$ cat config.mk
export PLATFORM = sky130hd
export DESIGN_NAME = wdt_window_supervisor
export DESIGN_NICKNAME = d
export VERILOG_FILES = /design/src/rtl/wdt_pkg.sv /design/src/rtl/wdt_rst_sync.sv /design/src/rtl/wdt_regs.sv /design/src/rtl/wdt_timebase.sv /design/src/rtl/wdt_judge.sv /design/src/rtl/wdt_window_supervisor.sv
export SDC_FILE = /design/constraint.sdc
export NUM_CORES = 1
export LEC_CHECK = 0
export ABC_AREA = 1
export CAP_MARGIN = 10
export CORE_MARGIN = 5
export CORE_UTILIZATION = 35
export CTS_BUF_LIST = sky130_fd_sc_hd__clkbuf_4
export CTS_CLUSTER_SIZE = 28
export DETAILED_ROUTE_END_ITERATION = 12
export DONT_BUFFER_PORTS = 1
export PLACE_DENSITY_LB_ADDON = 0.12
export SYNTH_ARGS = -nofsm -noshare
export SYNTH_HDL_FRONTEND = slang
export SYNTH_SLANG_ARGS = --single-unit
$ cat constraint.sdc
create_clock -name clk -period 1.7 [get_ports clk]
set_input_delay 0.17 -clock clk [delete_from_list [all_inputs] [get_ports clk]]
set_output_delay 0.17 -clock clk [all_outputs]
set_load 0.02 [all_outputs]
$ cat src/rtl/wdt_pkg.sv
package wdt_pkg;

  typedef enum logic {
    MODE_TIMEOUT = 1'b0,
    MODE_WINDOW  = 1'b1
  } wdt_mode_e;

  typedef struct packed {
    wdt_mode_e  mode;
    logic [1:0] per_sel;
  } wdt_cfg_t;

  localparam int unsigned SEL_BIT = 3;

endpackage

$ cat src/rtl/wdt_rst_sync.sv
module wdt_rst_sync #(
  parameter int STAGES = 2
) (
  input  logic clk,
  input  logic rst_n,
  output logic rst_n_sync
);

  logic [STAGES-1:0] sync_q;

  always_ff @(posedge clk or negedge rst_n) begin
    if (!rst_n) sync_q <= '0;
    else        sync_q <= {sync_q[STAGES-2:0], 1'b1};
  end

  assign rst_n_sync = sync_q[STAGES-1];

endmodule

$ cat src/rtl/wdt_regs.sv
module wdt_regs
  import wdt_pkg::*;
#(
  parameter int DW     = 4,
  parameter int CODE_W = 3
) (
  input  logic              clk,
  input  logic              rst_n,
  input  logic              wr_en,
  input  logic [DW-1:0]     wr_data,
  input  logic              rd_en,
  input  logic [DW-1:0]     fault_in,
  output wdt_cfg_t          cfg,
  output logic              tim_wr,
  output logic [CODE_W-1:0] code,
  output logic [DW-1:0]     rd_data
);

  wdt_cfg_t          cfg_q, cfg_d;
  logic [CODE_W-1:0] code_q, code_d;
  logic [DW-1:0]     rd_q, rd_d;
  logic              csp_wr;

  assign tim_wr = wr_en & ~wr_data[SEL_BIT];
  assign csp_wr = wr_en &  wr_data[SEL_BIT];

  always_comb begin
    cfg_d  = cfg_q;
    code_d = code_q;
    rd_d   = rd_q;
    if (tim_wr) begin
      cfg_d.mode    = wdt_mode_e'(wr_data[2]);
      cfg_d.per_sel = wr_data[1:0];
    end
    if (csp_wr) code_d = wr_data[CODE_W-1:0];
    if (rd_en)  rd_d   = fault_in;
  end

  always_ff @(posedge clk or negedge rst_n) begin
    if (!rst_n) begin
      cfg_q  <= '{mode: MODE_TIMEOUT, per_sel: 2'b00};
      code_q <= '0;
      rd_q   <= '0;
    end else begin
      cfg_q  <= cfg_d;
      code_q <= code_d;
      rd_q   <= rd_d;
    end
  end

  assign cfg     = cfg_q;
  assign code    = code_q;
  assign rd_data = rd_q;

  AST_CODE_HELD: assert property (@(posedge clk) disable iff (!rst_n)
    !(wr_en && wr_data[SEL_BIT]) |=> $stable(code_q));
  AST_CFG_HELD: assert property (@(posedge clk) disable iff (!rst_n)
    !(wr_en && !wr_data[SEL_BIT]) |=> $stable(cfg_q));
  AST_CODE_LOAD: assert property (@(posedge clk) disable iff (!rst_n)
    (wr_en && wr_data[SEL_BIT]) |=> code_q == $past(wr_data[CODE_W-1:0]));
  AST_RD_HOLD: assert property (@(posedge clk) disable iff (!rst_n)
    !rd_en |=> $stable(rd_q));

endmodule

$ cat src/rtl/wdt_timebase.sv
module wdt_timebase
  import wdt_pkg::*;
#(
  parameter int TC0   = 39,
  parameter int TC1   = 180,
  parameter int TC2   = 400,
  parameter int TC3   = 1400,
  parameter int CNT_W = 11
) (
  input  logic             clk,
  input  logic             rst_n,
  input  logic             tick_en,
  input  logic             restart,
  input  logic [1:0]       per_sel,
  output logic [CNT_W-1:0] cnt,
  output logic [CNT_W-1:0] half,
  output logic             expire
);

  logic [CNT_W-1:0] cnt_q, cnt_d;
  logic [CNT_W-1:0] term;

  always_comb begin
    case (per_sel)
      2'd0:    term = CNT_W'(TC0);
      2'd1:    term = CNT_W'(TC1);
      2'd2:    term = CNT_W'(TC2);
      default: term = CNT_W'(TC3);
    endcase
  end

  assign half = term >> 1;

  always_comb begin
    cnt_d  = cnt_q;
    expire = 1'b0;
    if (restart) begin
      cnt_d = '0;
    end else if (tick_en) begin
      if (cnt_q == term - CNT_W'(1)) begin
        expire = 1'b1;
        cnt_d  = '0;
      end else begin
        cnt_d = cnt_q + CNT_W'(1);
      end
    end
  end

  always_ff @(posedge clk or negedge rst_n) begin
    if (!rst_n) cnt_q <= '0;
    else        cnt_q <= cnt_d;
  end

  assign cnt = cnt_q;

  AST_CNT_BELOW_TERM: assert property (@(posedge clk) disable iff (!rst_n)
    cnt_q < term);
  AST_IDLE_HOLD: assert property (@(posedge clk) disable iff (!rst_n)
    (!tick_en && !restart) |=> $stable(cnt_q));
  AST_RESTART_ZERO: assert property (@(posedge clk) disable iff (!rst_n)
    restart |=> cnt_q == '0);

endmodule

$ cat src/rtl/wdt_judge.sv
module wdt_judge
  import wdt_pkg::*;
#(
  parameter int CNT_W = 11
) (
  input  logic             clk,
  input  logic             rst_n,
  input  logic             kick,
  input  logic             tim_wr,
  input  wdt_mode_e        mode,
  input  logic [CNT_W-1:0] cnt,
  input  logic [CNT_W-1:0] half,
  input  logic             expire,
  output logic             restart,
  output logic             rst_req
);

  logic kick_eff, win_open, early, fail_d, req_q;

  assign kick_eff = kick & ~tim_wr;
  assign win_open = (mode == MODE_TIMEOUT) || (cnt >= half);
  assign early    = kick_eff & ~win_open;
  assign restart  = tim_wr | kick_eff;
  assign fail_d   = expire | early;

  always_ff @(posedge clk or negedge rst_n) begin
    if (!rst_n) req_q <= 1'b0;
    else        req_q <= fail_d;
  end

  assign rst_req = req_q;

  AST_EARLY_KICK_FAULT: assert property (@(posedge clk) disable iff (!rst_n)
    (kick && !tim_wr && mode == MODE_WINDOW && cnt < half) |=> rst_req);
  AST_LEGAL_KICK_QUIET: assert property (@(posedge clk) disable iff (!rst_n)
    (kick && !tim_wr && (mode == MODE_TIMEOUT || cnt >= half)) |=> !rst_req);
  AST_WRITE_BEATS_KICK: assert property (@(posedge clk) disable iff (!rst_n)
    tim_wr |=> !rst_req);

endmodule

$ cat src/rtl/wdt_window_supervisor.sv
module wdt_window_supervisor
  import wdt_pkg::*;
#(
  parameter int DW     = 4,
  parameter int CODE_W = 3,
  parameter int TC0    = 39,
  parameter int TC1    = 180,
  parameter int TC2    = 400,
  parameter int TC3    = 1400
) (
  input  logic              clk,
  input  logic              rst_n,
  input  logic              tick_en,
  input  logic              kick,
  input  logic              wr_en,
  input  logic [DW-1:0]     wr_data,
  input  logic              rd_en,
  input  logic [DW-1:0]     fault_in,
  output logic [DW-1:0]     rd_data,
  output logic [CODE_W-1:0] cyc_code,
  output logic              rst_req
);

  localparam int TC_A   = (TC0 > TC1) ? TC0 : TC1;
  localparam int TC_B   = (TC2 > TC3) ? TC2 : TC3;
  localparam int TC_MAX = (TC_A > TC_B) ? TC_A : TC_B;
  localparam int CNT_W  = $clog2(TC_MAX + 1);

  logic             rst_n_s;
  wdt_cfg_t         cfg;
  logic             tim_wr;
  logic             restart;
  logic             expire;
  logic [CNT_W-1:0] cnt;
  logic [CNT_W-1:0] half;

  wdt_rst_sync #(.STAGES(2)) u_rst (
    .clk        (clk),
    .rst_n      (rst_n),
    .rst_n_sync (rst_n_s)
  );

  wdt_regs #(.DW(DW), .CODE_W(CODE_W)) u_regs (
    .clk      (clk),
    .rst_n    (rst_n_s),
    .wr_en    (wr_en),
    .wr_data  (wr_data),
    .rd_en    (rd_en),
    .fault_in (fault_in),
    .cfg      (cfg),
    .tim_wr   (tim_wr),
    .code     (cyc_code),
    .rd_data  (rd_data)
  );

  wdt_timebase #(
    .TC0(TC0), .TC1(TC1), .TC2(TC2), .TC3(TC3), .CNT_W(CNT_W)
  ) u_tb (
    .clk     (clk),
    .rst_n   (rst_n_s),
    .tick_en (tick_en),
    .restart (restart),
    .per_sel (cfg.per_sel),
    .cnt     (cnt),
    .half    (half),
    .expire  (expire)
  );

  wdt_judge #(.CNT_W(CNT_W)) u_judge (
    .clk     (clk),
    .rst_n   (rst_n_s),
    .kick    (kick),
    .tim_wr  (tim_wr),
    .mode    (cfg.mode),
    .cnt     (cnt),
    .half    (half),
    .expire  (expire),
    .restart (restart),
    .rst_req (rst_req)
  );

  AST_EXPIRY_PULSE: assert property (@(posedge clk) disable iff (!rst_n_s)
    (expire && !kick && !tim_wr) |=> (rst_req && cnt == '0));

endmodule

==> metrics.txt <==
# TYPE chip_impl_metric gauge
chip_impl_info{name="status",value="finished, violations left"} 1
chip_impl_info{name="failing_checks",value="setup timing"} 1
chip_impl_info{name="ctsRootBufferMaster",value="clkbuf_4"} 1
chip_impl_metric{name="postSynthNetCount",unit=""} 231
chip_impl_metric{name="final.fill_count",unit=""} 452
chip_impl_metric{name="avgViaCountPerCell",unit=""} 4.86
chip_impl_metric{name="min_period",unit="ps"} 1770
chip_impl_metric{name="drc",unit=""} 0
chip_impl_info{name="grt_setup_unrepaired",value="yes"} 1
chip_impl_metric{name="vdd.ir_drop.worst",unit="V"} 0.000353
chip_impl_metric{name="grt_pass1_wl",unit="um"} 6160
chip_impl_info{name="setup.worst_path.start_class",value="flop"} 1
chip_impl_metric{name="clock.fmax",unit="MHz"} 565
chip_impl_metric{name="timing.final.crit_share",unit="%"} 104
chip_impl_metric{name="clock_tree.buffer_depth",unit=""} 2
chip_impl_metric{name="dieHeight",unit="um"} 76.7
chip_impl_metric{name="core_region_area",unit="sq um"} 4320
chip_impl_info{name="worstHoldStart",value="rd_en"} 1
chip_impl_metric{name="synth_seq_cells",unit=""} 24
chip_impl_metric{name="cts_htree_levels",unit=""} 1
chip_impl_metric{name="number_of_cells_in_the_design_after_placement",unit=""} 263
chip_impl_metric{name="worstPathRequired",unit="ps"} 1950
chip_impl_metric{name="postSynthAreaPerCell",unit="sq um"} 7.78
chip_impl_metric{name="synth_cells",unit=""} 200
chip_impl_metric{name="drt-wirelength-per-cell",unit="um"} 13.3
chip_impl_info{name="min-delay-path-class",value="in2reg"} 1
chip_impl_metric{name="total_die_area",unit="sq um"} 5880
chip_impl_metric{name="post-dp-hpwl",unit="um"} 2800
chip_impl_metric{name="post_synth_instance_area",unit="sq um"} 1560
chip_impl_metric{name="synth_seq_area_share",unit="%"} 38.6
chip_impl_metric{name="reg_to_reg_slack_setup",unit="ps"} -70
chip_impl_metric{name="placementRows",unit=""} 24
chip_impl_info{name="worst_r2r_endpoint",value="u_judge.rst_req"} 1
chip_impl_metric{name="crit_path_max_fanout",unit=""} 5
chip_impl_metric{name="arrival",unit="ps"} 2020
chip_impl_metric{name="final.setup.worst_slack",unit="ps"} -69.5
chip_impl_metric{name="grt_max_degree",unit=""} 23
chip_impl_metric{name="area_growth",unit="%"} 29.2
chip_impl_metric{name="totalWireLength",unit="um"} 3690
chip_impl_metric{name="power.density",unit="nW/um^2"} 634
chip_impl_metric{name="hold_viol_final",unit=""} 0
chip_impl_info{name="worstReg2RegStart",value="u_regs.cfg[0]"} 1
chip_impl_metric{name="gr-total-overflow",unit=""} 0
chip_impl_metric{name="synthesis.yosys.warnings",unit=""} 0
chip_impl_metric{name="initial_core_utilization",unit="%"} 36.0
chip_impl_metric{name="gp_congestion",unit=""} 0.838
chip_impl_metric{name="cellLeakagePower",unit="nW"} 0.927
chip_impl_metric{name="grtUsageMet3",unit="%"} 1.41
chip_impl_metric{name="post_layout_nets",unit=""} 258
chip_impl_metric{name="total_power",unit="mW"} 1.27
chip_impl_metric{name="yosys.cell_types.count",unit=""} 22
chip_impl_info{name="tritoncts",value="done"} 1
chip_impl_info{name="end_kind",value="flop"} 1
chip_impl_metric{name="finalNonFillerCells",unit=""} 277
chip_impl_metric{name="path_clk_slew",unit="ps"} 120
chip_impl_info{name="hold_end",value="u_regs.rd_data[0]"} 1
chip_impl_metric{name="ant_nets",unit=""} 0
chip_impl_metric{name="drt_iter0_drc",unit=""} 29
chip_impl_info{name="top_usage_layer",value="met2"} 1
chip_impl_metric{name="via_count_of_the_first_global_routing_pass",unit=""} 1321
chip_impl_metric{name="fin_skew",unit="ps"} 3.45
chip_impl_metric{name="dr_total_vias",unit=""} 1345
chip_impl_metric{name="fp.dieW",unit="um"} 76.7
chip_impl_metric{name="insertion_delay",unit="ps"} 300
chip_impl_metric{name="groute.usage.overall",unit="%"} 12.7
chip_impl_metric{name="port_buffers",unit=""} 0
chip_impl_metric{name="finalSetupViolCount",unit=""} 12
chip_impl_info{name="critPathKind",value="reg2reg"} 1
chip_impl_metric{name="tritoncts_num_sinks",unit=""} 24
chip_impl_metric{name="insertedDiodeCount",unit=""} 0
chip_impl_metric{name="io_pins",unit=""} 22
chip_impl_metric{name="grt_util_met2",unit="%"} 21.7
chip_impl_metric{name="max-cap-violations",unit=""} 0
chip_impl_metric{name="ff2ff_path_depth",unit=""} 11
chip_impl_metric{name="met1_usage",unit="%"} 16.5
chip_impl_metric{name="timing_max_transition_violations_final",unit=""} 0
chip_impl_metric{name="hold-path-cell-count",unit=""} 1
chip_impl_metric{name="antenna_found_initial",unit=""} 0
chip_impl_metric{name="detailedRoute.firstPassIterationCount",unit=""} 4
chip_impl_metric{name="post_route_cells_drive_above_1_share",unit="%"} 23.6
chip_impl_metric{name="numCtsBuffers",unit=""} 3
-- where the power goes --
| group | internal (mW) | switching [mW] |
|---|---|---|
| logic | 0.182 | 0.192 |
| registers | 0.606 | 0.0590 |
| clock network | 0.0825 | 0.152 |
-- final cells by class --
type,instances,area (sq um),share of cell area [%]
multi-input combinational,147,1020,50.6
tap,52,65.1,3.24
inverter,30,118,5.85
clock buffer,3,22.5,1.12
sequential,24,603,30.0
timing repair buffer,21,185,9.21
-- cells in the final DEF (no fill, tap or decap), types with 4 or more instances in the layout --
cell,synthesis,routed
ha_1,17,6
nor3_1,4,4
xor2_1,5,5
mux2_2,4,4
o21ai_0,10,9
buf_4,0,11
nor2_1,25,21
nand4_1,5,5
inv_1,30,25
ha_4,0,9
dfrtp_1,24,22
dlygate4sd3_1,0,8
nand2_1,60,59
-- worst max-delay path, cell delays in order (launching register included) --
cell     delay, ps
dfrtp_2        470
inv_4           80
ha_4           170
ha_4           240
nor2_4          60
nand2_1         60
nor2_2         150
nand3_4        140
buf_6          150
nor2_1          70
nand2_1         70
nand2_1         60
-- synthesized netlist by cell type --
library cell | n | share of area (%)
inv_1 | 30 | 7.2
ha_1 | 17 | 14
xor2_1 | 5 | 2.8
a21oi_1 | 2 | 0.64
nand2_2 | 1 | 0.40
o21bai_4 | 1 | 1.2
nand4_1 | 5 | 2.0
xnor2_1 | 2 | 1.1
a31o_2 | 1 | 0.56
mux2_2 | 4 | 2.9
nor3_1 | 4 | 1.3
o21ai_1 | 1 | 0.32
nand3_1 | 2 | 0.64
o21ai_0 | 10 | 3.2
dfrtp_1 | 24 | 39
nor2_2 | 1 | 0.40
nand3_2 | 2 | 1.3
nor2_1 | 25 | 6.0
nand2_1 | 60 | 14
o21ai_2 | 1 | 0.56
conb_1 | 1 | 0.24
nor4_1 | 1 | 0.40
-- worst max-delay path by stage --
stage	start	endpoint	slack [ps]	cells after the start
5_1_grt	u_regs.cfg[0]	u_judge.rst_req	-180	15
4_1_cts	u_regs.cfg[0]	u_judge.rst_req	-80	11
3_3_place_gp	u_regs.cfg[0]	u_judge.rst_req	-150	13
6_report	u_regs.cfg[0]	u_judge.rst_req	-70	11
3_5_place_dp	u_regs.cfg[0]	u_judge.rst_req	-180	13
2_1_floorplan	u_regs.cfg[0]	u_judge.rst_req	-6	13
-- through the flow --
step | setup TNS (ps) | setup WS, ps | area (sq um) | util [%] | hold slack (ps)
after floorplan | -5.63 | -5.63 | 1570 | - | -126
after global placement | -1320 | -152 | 1720 | 39.8 | -126
after detailed placement | -1580 | -178 | 1720 | 39.8 | -126
after CTS | -520 | -78.1 | 1950 | 45.0 | 1.28
after global routing | -1640 | -178 | 2010 | 46.5 | 3.86
final | -369 | -69.5 | 2010 | 46.5 | 18.2
-- cell families (layout without fill, tap and decap cells) --
family	after synthesis	after routing	share of synthesized area, %
AOI/OAI and AO/OA	16	17	6.51
xor gates and xnor gates	7	7	3.94
adders and majority gates	17	17	13.7
buffers and inverters	30	54	7.23
DFF	24	24	38.6
muxes	4	4	2.89
other	1	1	0.241
and+or+nand+nor	101	101	26.9
-- registers in the layout, indices dropped and copies added, names as in the netlist --
name and count:
u_tb.cnt 11, u_regs.rd_data 4, u_regs.cfg 3, u_regs.code 3
u_rst.sync_q 2, u_judge.rst_req 1
-- what timing repair did --
item	in CTS	in global routing
setup endpoints to repair	12	12
pin swaps	7	8
gates cloned	1	0
hold endpoints to repair	8	0
hold buffers	8	0
buffers inserted	2	0
gates resized for setup	20	14
-- layer usage --
metal	part of all wire (%)	wire, um
met5	0	0
met4	1.8	68
met3	3.0	112
met2	49	1810
met1	46	1700
Power figures use the tool's default switching activity.
